===== src/rtl/ema_smooth_pkg.sv =====
// Package: shared sizing helpers for the shift-only smoother.
// Assumes: unsigned data, a shift count of 1..8 chosen at compile time.
package ema_smooth_pkg;

    localparam int unsigned SHIFT_MIN = 1;
    localparam int unsigned SHIFT_MAX = 8;

    // Width of the update sum: data bits, shift headroom, one guard bit.
    function automatic int unsigned acc_width(input int unsigned data_w,
                                              input int unsigned shift_n);
        return data_w + shift_n + 1;
    endfunction

endpackage


===== src/rtl/ema_step_calc.sv =====
// Module: ema_step_calc
// Forms the next estimate from the current one and a new value, using only
// a shift, one subtract and one add, then truncates by SHIFT_N places.
// Assumes: both operands are unsigned and ACC_W is at least DATA_W+SHIFT_N.
module ema_step_calc
    import ema_smooth_pkg::*;
#(
    parameter int unsigned DATA_W  = 16,
    parameter int unsigned SHIFT_N = 4,
    localparam int unsigned ACC_W  = acc_width(DATA_W, SHIFT_N)
) (
    input  logic [DATA_W-1:0] cur_est,
    input  logic [DATA_W-1:0] new_val,
    output logic [DATA_W-1:0] next_est,
    output logic [ACC_W-1:0]  acc_sum
);

    logic [ACC_W-1:0] est_wide;
    logic [ACC_W-1:0] val_wide;
    logic [ACC_W-1:0] est_scaled;

    // Widen the operands and scale the current estimate by 2^SHIFT_N.
    always_comb begin
        est_wide   = ACC_W'(cur_est);
        val_wide   = ACC_W'(new_val);
        est_scaled = est_wide << SHIFT_N;
    end

    // Scaled estimate less one copy of itself, plus the new value.
    always_comb begin
        acc_sum = est_scaled - est_wide + val_wide;
    end

    // Divide by 2^SHIFT_N through truncation: keep the bits above the shift.
    always_comb begin
        next_est = acc_sum[SHIFT_N +: DATA_W];
    end

endmodule


===== src/rtl/ema_state_reg.sv =====
// Module: ema_state_reg
// Holds the filter estimate. Loads on a strobe, holds otherwise, and clears
// on a synchronous active-low reset that takes priority over the load.
// Assumes: load_en is synchronous to clk.
module ema_state_reg #(
    parameter int unsigned DATA_W = 16
) (
    input  logic              clk,
    input  logic              rst_n,
    input  logic              load_en,
    input  logic [DATA_W-1:0] load_val,
    output logic [DATA_W-1:0] state_q
);

    // Estimate register: reset beats load, load beats hold.
    always_ff @(posedge clk) begin
        if (!rst_n) begin
            state_q <= '0;
        end else if (load_en) begin
            state_q <= load_val;
        end
    end

    AST_RESET_CLEARS: assert property (@(posedge clk) !rst_n |=> state_q == '0);
    AST_RESET_OVER_LOAD: assert property (@(posedge clk) (!rst_n && load_en) |=> state_q == '0);
    AST_HOLD_IDLE: assert property (@(posedge clk) disable iff (!rst_n) !load_en |=> $stable(state_q));

endmodule


===== src/rtl/ema_smoother.sv =====
// Module: ema_smoother (top)
// One-pole lowpass smoother with unity DC gain. Each strobe moves the stored
// estimate 1/2^SHIFT_N of the way toward the new input, with no multiplier.
// Assumes: unsigned input, one strobe per measurement period, SHIFT_N 1..8.
module ema_smoother
    import ema_smooth_pkg::*;
#(
    parameter int unsigned IN_W    = 16,
    parameter int unsigned SHIFT_N = 4
) (
    input  logic            clk,
    input  logic            rst_n,
    input  logic            sample_vld,
    input  logic [IN_W-1:0] sample_in,
    output logic [IN_W-1:0] smooth_out
);

    localparam int unsigned ACC_W = acc_width(IN_W, SHIFT_N);

    logic [IN_W-1:0]  est_q;
    logic [IN_W-1:0]  est_next;
    logic [ACC_W-1:0] step_sum;

    // Refuse an out-of-range shift count when the design is elaborated.
    generate
        if (SHIFT_N < SHIFT_MIN || SHIFT_N > SHIFT_MAX) begin : g_bad_shift
            $error("ema_smoother: SHIFT_N must lie in 1..8");
        end
    endgenerate

    ema_step_calc #(
        .DATA_W  (IN_W),
        .SHIFT_N (SHIFT_N)
    ) u_calc (
        .cur_est  (est_q),
        .new_val  (sample_in),
        .next_est (est_next),
        .acc_sum  (step_sum)
    );

    ema_state_reg #(
        .DATA_W (IN_W)
    ) u_state (
        .clk      (clk),
        .rst_n    (rst_n),
        .load_en  (sample_vld),
        .load_val (est_next),
        .state_q  (est_q)
    );

    // Drive the port from the estimate register.
    always_comb begin
        smooth_out = est_q;
    end

    AST_NO_OVERFLOW: assert property (@(posedge clk) disable iff (!rst_n) step_sum[ACC_W-1] == 1'b0);
    AST_RISE_BOUNDED: assert property (@(posedge clk) disable iff (!rst_n)
        (sample_vld && sample_in >= smooth_out) |=>
        (smooth_out >= $past(smooth_out) && smooth_out <= $past(sample_in)));
    AST_FALL_BOUNDED: assert property (@(posedge clk) disable iff (!rst_n)
        (sample_vld && sample_in < smooth_out) |=>
        (smooth_out <= $past(smooth_out) && smooth_out >= $past(sample_in)));

endmodule


===== config.mk =====
export PLATFORM = sky130hd
export DESIGN_NAME = ema_smoother
export DESIGN_NICKNAME = d
export VERILOG_FILES = /design/src/rtl/ema_smooth_pkg.sv /design/src/rtl/ema_step_calc.sv /design/src/rtl/ema_state_reg.sv /design/src/rtl/ema_smoother.sv
export SDC_FILE = /design/constraint.sdc
export NUM_CORES = 1
export LEC_CHECK = 0
export BUFFER_PORTS_ARGS = -buffer_cell sky130_fd_sc_hd__clkbuf_2
export CAP_MARGIN = 20
export CORE_ASPECT_RATIO = 0.5
export CORE_UTILIZATION = 55
export CTS_CLUSTER_SIZE = 20
export DETAILED_ROUTE_END_ITERATION = 10
export GPL_TIMING_DRIVEN = 0
export PLACE_DENSITY = 0.76
export SYNTH_ARGS = -nofsm -noshare
export SYNTH_HDL_FRONTEND = slang
export SYNTH_SLANG_ARGS = --single-unit
export TNS_END_PERCENT = 1

===== constraint.sdc =====
create_clock -name clk -period 4.5 [get_ports clk]
set_input_delay 0.9 -clock clk [delete_from_list [all_inputs] [get_ports clk]]
set_output_delay 0.9 -clock clk [all_outputs]
set_load 0.005 [all_outputs]

# After elaboration in Yosys (flattened, before gate mapping)

Index checks and enable logic that the tools add are counted.

Add/subtract/negate cells: 2

Operators by type and width:

| operator                     | count |
|---|---|
| adder 20 x 16 -> 20 bit      | 1 |
| subtractor 20 x 16 -> 20 bit | 1 |

Flip-flop bits (word level): 16
Output and inout bits: 16
Bits of input ports: 19

# Longest topological paths before layout

Word-level depth: 2
Depth in mapped cells: 11
Mapped depth without buffers: 11

# Hierarchy

A second synthesis with hierarchy kept.

Cell total of the unflattened synthesis: 271
Area total of the unflattened synthesis: 2227.1 sq um

Modules (own cells, without submodules):

| module        | times used | area each (sq um) | cells an instance |
|---|---|---|---|
| ema_step_calc | 1          | 1611.5            | 220 |
| ema_state_reg | 1          | 615.6             | 51 |

# Worst setup path before layout

No wires, ideal clock.

Path type: input-to-reg
From: in sample_in[8]
To: reg u_state.state_q[15]
Stages: 11
Setup time: 0.072 ns
Data arrival time: 3.380 ns
Slack: 1.049 ns
Cell sequence: inv_1 fa_1 inv_1 ha_1 and2_1 a221o_1 nor3_2 a211oi_1 or4b_1 a31oi_1 mux2i_1

Cells in the longest elaborated chain, start to end: 1

RTL lines:

| what                    | RTL line            | RTL |
|---|---|---|
| start, declared         | ema_smoother.sv:14  | `input logic [IN_W-1:0] sample_in,` |
| adder 20 x 16 -> 20 bit | ema_step_calc.sv:31 | `acc_sum = est_scaled - est_wide + val_wide;` |
| end signal, assigned    | ema_state_reg.sv:20 | `state_q <= load_val;` |
| end, declared           | ema_state_reg.sv:12 | `output logic [DATA_W-1:0] state_q` |

Every way passes these cells.
A chain may end at the register's enable or synchronous reset.

# Worst setup path after layout

From: in sample_in[12]
To: reg u_state.state_q[15]

The elaborated chain is that of the path after synthesis.

==> impl_metrics.ini <==
[finish]
max_ffs_per_register = 16
area.sequential_um2 = 320
most-common-layout-cells = sky130_fd_sc_hd__inv_1 (50), sky130_fd_sc_hd__clkbuf_2 (34), sky130_fd_sc_hd__ha_1 (20)
top_register_by_number_of_flip_flops = u_state.state_q
post-route-cell-area_um2 = 2080
layout.nets = 313
drive_above_1_share_pct = 16.1
multiInputGateArea_um2 = 1280
antenna-diode-count = 0
layout-area-overhead-vs-synth_pct = 15.3
final_common_cell = sky130_fd_sc_hd__inv_1
largestRegisters = u_state.state_q: 16 flops
fillerInstances = 270

[floorplanning]
core_um2 = 3070
die_height_um = 42.5
boundaryPins = 35
dieWidth_um = 82.9
initial_utilization_pct = 58.7
rows = 14
design.die.area_um2 = 3520

[worst_setup_path]
crit_path_cell_trace = clkbuf_2 -> inv_1 -> fa_1 -> inv_1 -> ha_1 -> a21o_1 -> a311o_1 -> o22ai_1 -> or4b_1 -> a31oi_1 -> mux2i_1
critical-path-max-stage-delay_ns = 0.53
critical_path_s_most_frequent_cell = sky130_fd_sc_hd__inv_1
cp-start-kind = input port
critical_path.top_delay_family = compound AO/OA/AOI/OAI gates
critical_path_required_ns = 4.69
worst-path-buf-inv = 3
critical_path.reg2reg.startpoint = u_state.state_q[5]
critPathKind = in2reg
worst_setup_path_end_kind = register
critPathMaxFanout = 6
cpMaxStageDelayCell = sky130_fd_sc_hd__fa_1
critical_path.reg2reg.endpoint = u_state.state_q[8]
r2r_cells = 11
cp.arrival_ns = 3.69
r2r_slack_ns = 1.29

[clocking]
clk_pin_slew_worst_paths_ns = 0.07
clk-insertion-delay-late_ns = 0.26
clock_tree_from_tritoncts = done
clockRootBuffer = sky130_fd_sc_hd__clkbuf_8
clock_tree.htree_level_count = 1
cts.hold.buffers_added = 0
cts_buffers = 3
postCtsSetupRepairBufs = 0
cts.repair.resized = 0
cts_max_path_buffers = 2
numClockSinks = 16

[route]
drt-vias-per-instance = 5.57
vias = 1676
wl_per_cell_um = 13.0
antenna_left = 0
dr.pass1.iters = 4
drc_errors = 0
drt-initial-drc-count = 49
route.final.wire_length_um = 3910

[sta]
clock-skew-final_ns = 0.00160
final_number_of_max_transition_violations = 0
worst-slew-pin-transition_ns = 0.570
final.hold.worst_slack_ns = 0.482
fmax_mhz = 286
timing.slew.headroom_pct = 61.8
grt_setup_unrepaired = false
finalHoldViolations = 0
setup_ws_ns = 0.999
final.min_clock_period_ns = 3.50
setup-violations-final = 0
fin_crit_sh_pct = 77.8
totalNegativeSetupSlack_ns = 0

[logic_synthesis]
synth_top_family_by_area = adder cells
synthAdderAreaFrac_pct = 27.2
ys_types = 46
syn_nets = 274
syn_area_um2 = 1800
netlist_instances = 223
synth.mux.area_fraction_pct = 2.22
synth_compound_area_share_pct = 21.3
synthesis.area_per_instance_um2 = 8.07
synth_enable_flop_cells = 0
post_synth_xor_area_fraction_pct = 2.92
synth-seq-cells = 16
yosys_warnings = 0
ys.flop_type = sky130_fd_sc_hd__dfxtp_1
asyncSetResetFlopFracSynth_pct = 0
ys_seq_area_share_pct = 17.8
yosys.area_share.simple_pct = 17.7

[global_routing]
global_route_wire_length_before_repair_um = 6680
global_route.usage.total_pct = 23.9
overflow = 0
antenna_found_initial = 0
grt_start_max_net_pins = 11
vias_in_the_first_global_route = 1569

[status]
outcome = complete, no violations

[power_and_ir_drop]
ir_drop_uv = 549
report.power.total_uw = 1850
cellPowerDensity_nw_per_um2 = 889
static-leakage-power_uw = 0.00108

[placement]
numPortBuffers = 34
dpl_cell_area_um2 = 2020
hpwl_um = 3240
globalplace.congestion = 0.899
pre_cts_slack_ns = 0.731

[worst_hold_path]
worst_hold_endpoint = u_state.state_q[4]
min_path_cells = 2
worst_hold_path_type = reg2reg
hold_path_startpoint = u_state.state_q[4]

[flow_run]
max_cap_violations = 0
[cells in the mapped netlist (all sizes together), types with 2 or more instances]
cell	n	area (um2)
and2	3	18.8
xnor2	5	43.8
dfxtp	16	320
or3	3	18.8
mux2i	4	40.0
a311o	2	20.0
ha	20	250
inv	50	188
a211oi	2	15.0
and3	4	30.0
nor3	8	45.0
nand3	5	25.0
a21boi	2	15.0
a211o	2	17.5
o31a	2	17.5
a21o	7	52.6
nand3b	2	15.0
o31ai	2	20.0
o21ai	10	50.0
a32o	3	30.0
nor2	7	26.3
o21a	5	37.5
nor2b	7	43.8
a21oi	10	50.1
nand2	14	52.6
nor4	2	12.5
fa	12	240
[per-stage QoR]
step           utilization (%)  std cells
3_5_place_dp              65.9        297
3_3_place_gp              65.9        297
6_report                  67.7        301
4_1_cts                   67.7        301
2_1_floorplan                -        223
5_1_grt                   67.7        301
[tightest hold or removal path, cell delays in order (launching register included)]
cell and delay (ns):
sky130_fd_sc_hd__dfxtp_1 0.33, sky130_fd_sc_hd__nand2_1 0.06, sky130_fd_sc_hd__o31ai_1 0.05
[power by group]
part | internal, uW | total (uW) | switching [uW]
Combinational | 671 | 1440 | 772
Clock | 77.8 | 135 | 57.5
Sequential | 201 | 267 | 65.4
[kinds of logic (layout without fill, tap and decap cells)]
kind of cell | after synthesis | in the layout
AND/OR/NAND/NOR | 59 | 59
AO/OA/AOI/OAI | 54 | 54
buffers and inverters | 52 | 90
adder cells (fa/ha/maj) | 32 | 32
flip-flops | 16 | 16
XOR/XNOR | 6 | 6
multiplexers | 4 | 4
[metal layers]
layer | vias to the layer above | routed length [um] | global-route usage (%)
li1 | 837 | - | -
met1 | 788 | 1860 | 31.0
met3 | 4 | 200 | 3.74
met4 | 0 | 30 | 5.52
met5 | - | 0 | 0
met2 | 47 | 1820 | 42.5
[layout make-up]
cell class | count | share of cell area [%]
well taps | 40 | 2.41
multi-input cells | 155 | 61.9
repair buffers | 34 | 8.20
flip-flops and latches | 16 | 15.4
inverters | 50 | 9.04
clock buffers | 4 | 2.65
plain buffers | 2 | 0.362
[how the worst max path moves through the flow]
stage                  startpoint                   to  slack, ns  depth (start not counted)
detailed placement  sample_in[12]  u_state.state_q[15]       0.73                         11
CTS                 sample_in[12]  u_state.state_q[15]       1.00                         11
finish              sample_in[12]  u_state.state_q[15]        1.0                         11
global placement    sample_in[12]  u_state.state_q[15]       0.78                         11
global route         sample_in[9]   u_state.state_q[8]       0.86                         12
floorplan            sample_in[8]  u_state.state_q[15]       1.05                         11
Note: power is estimated with default switching activity, not from simulation.
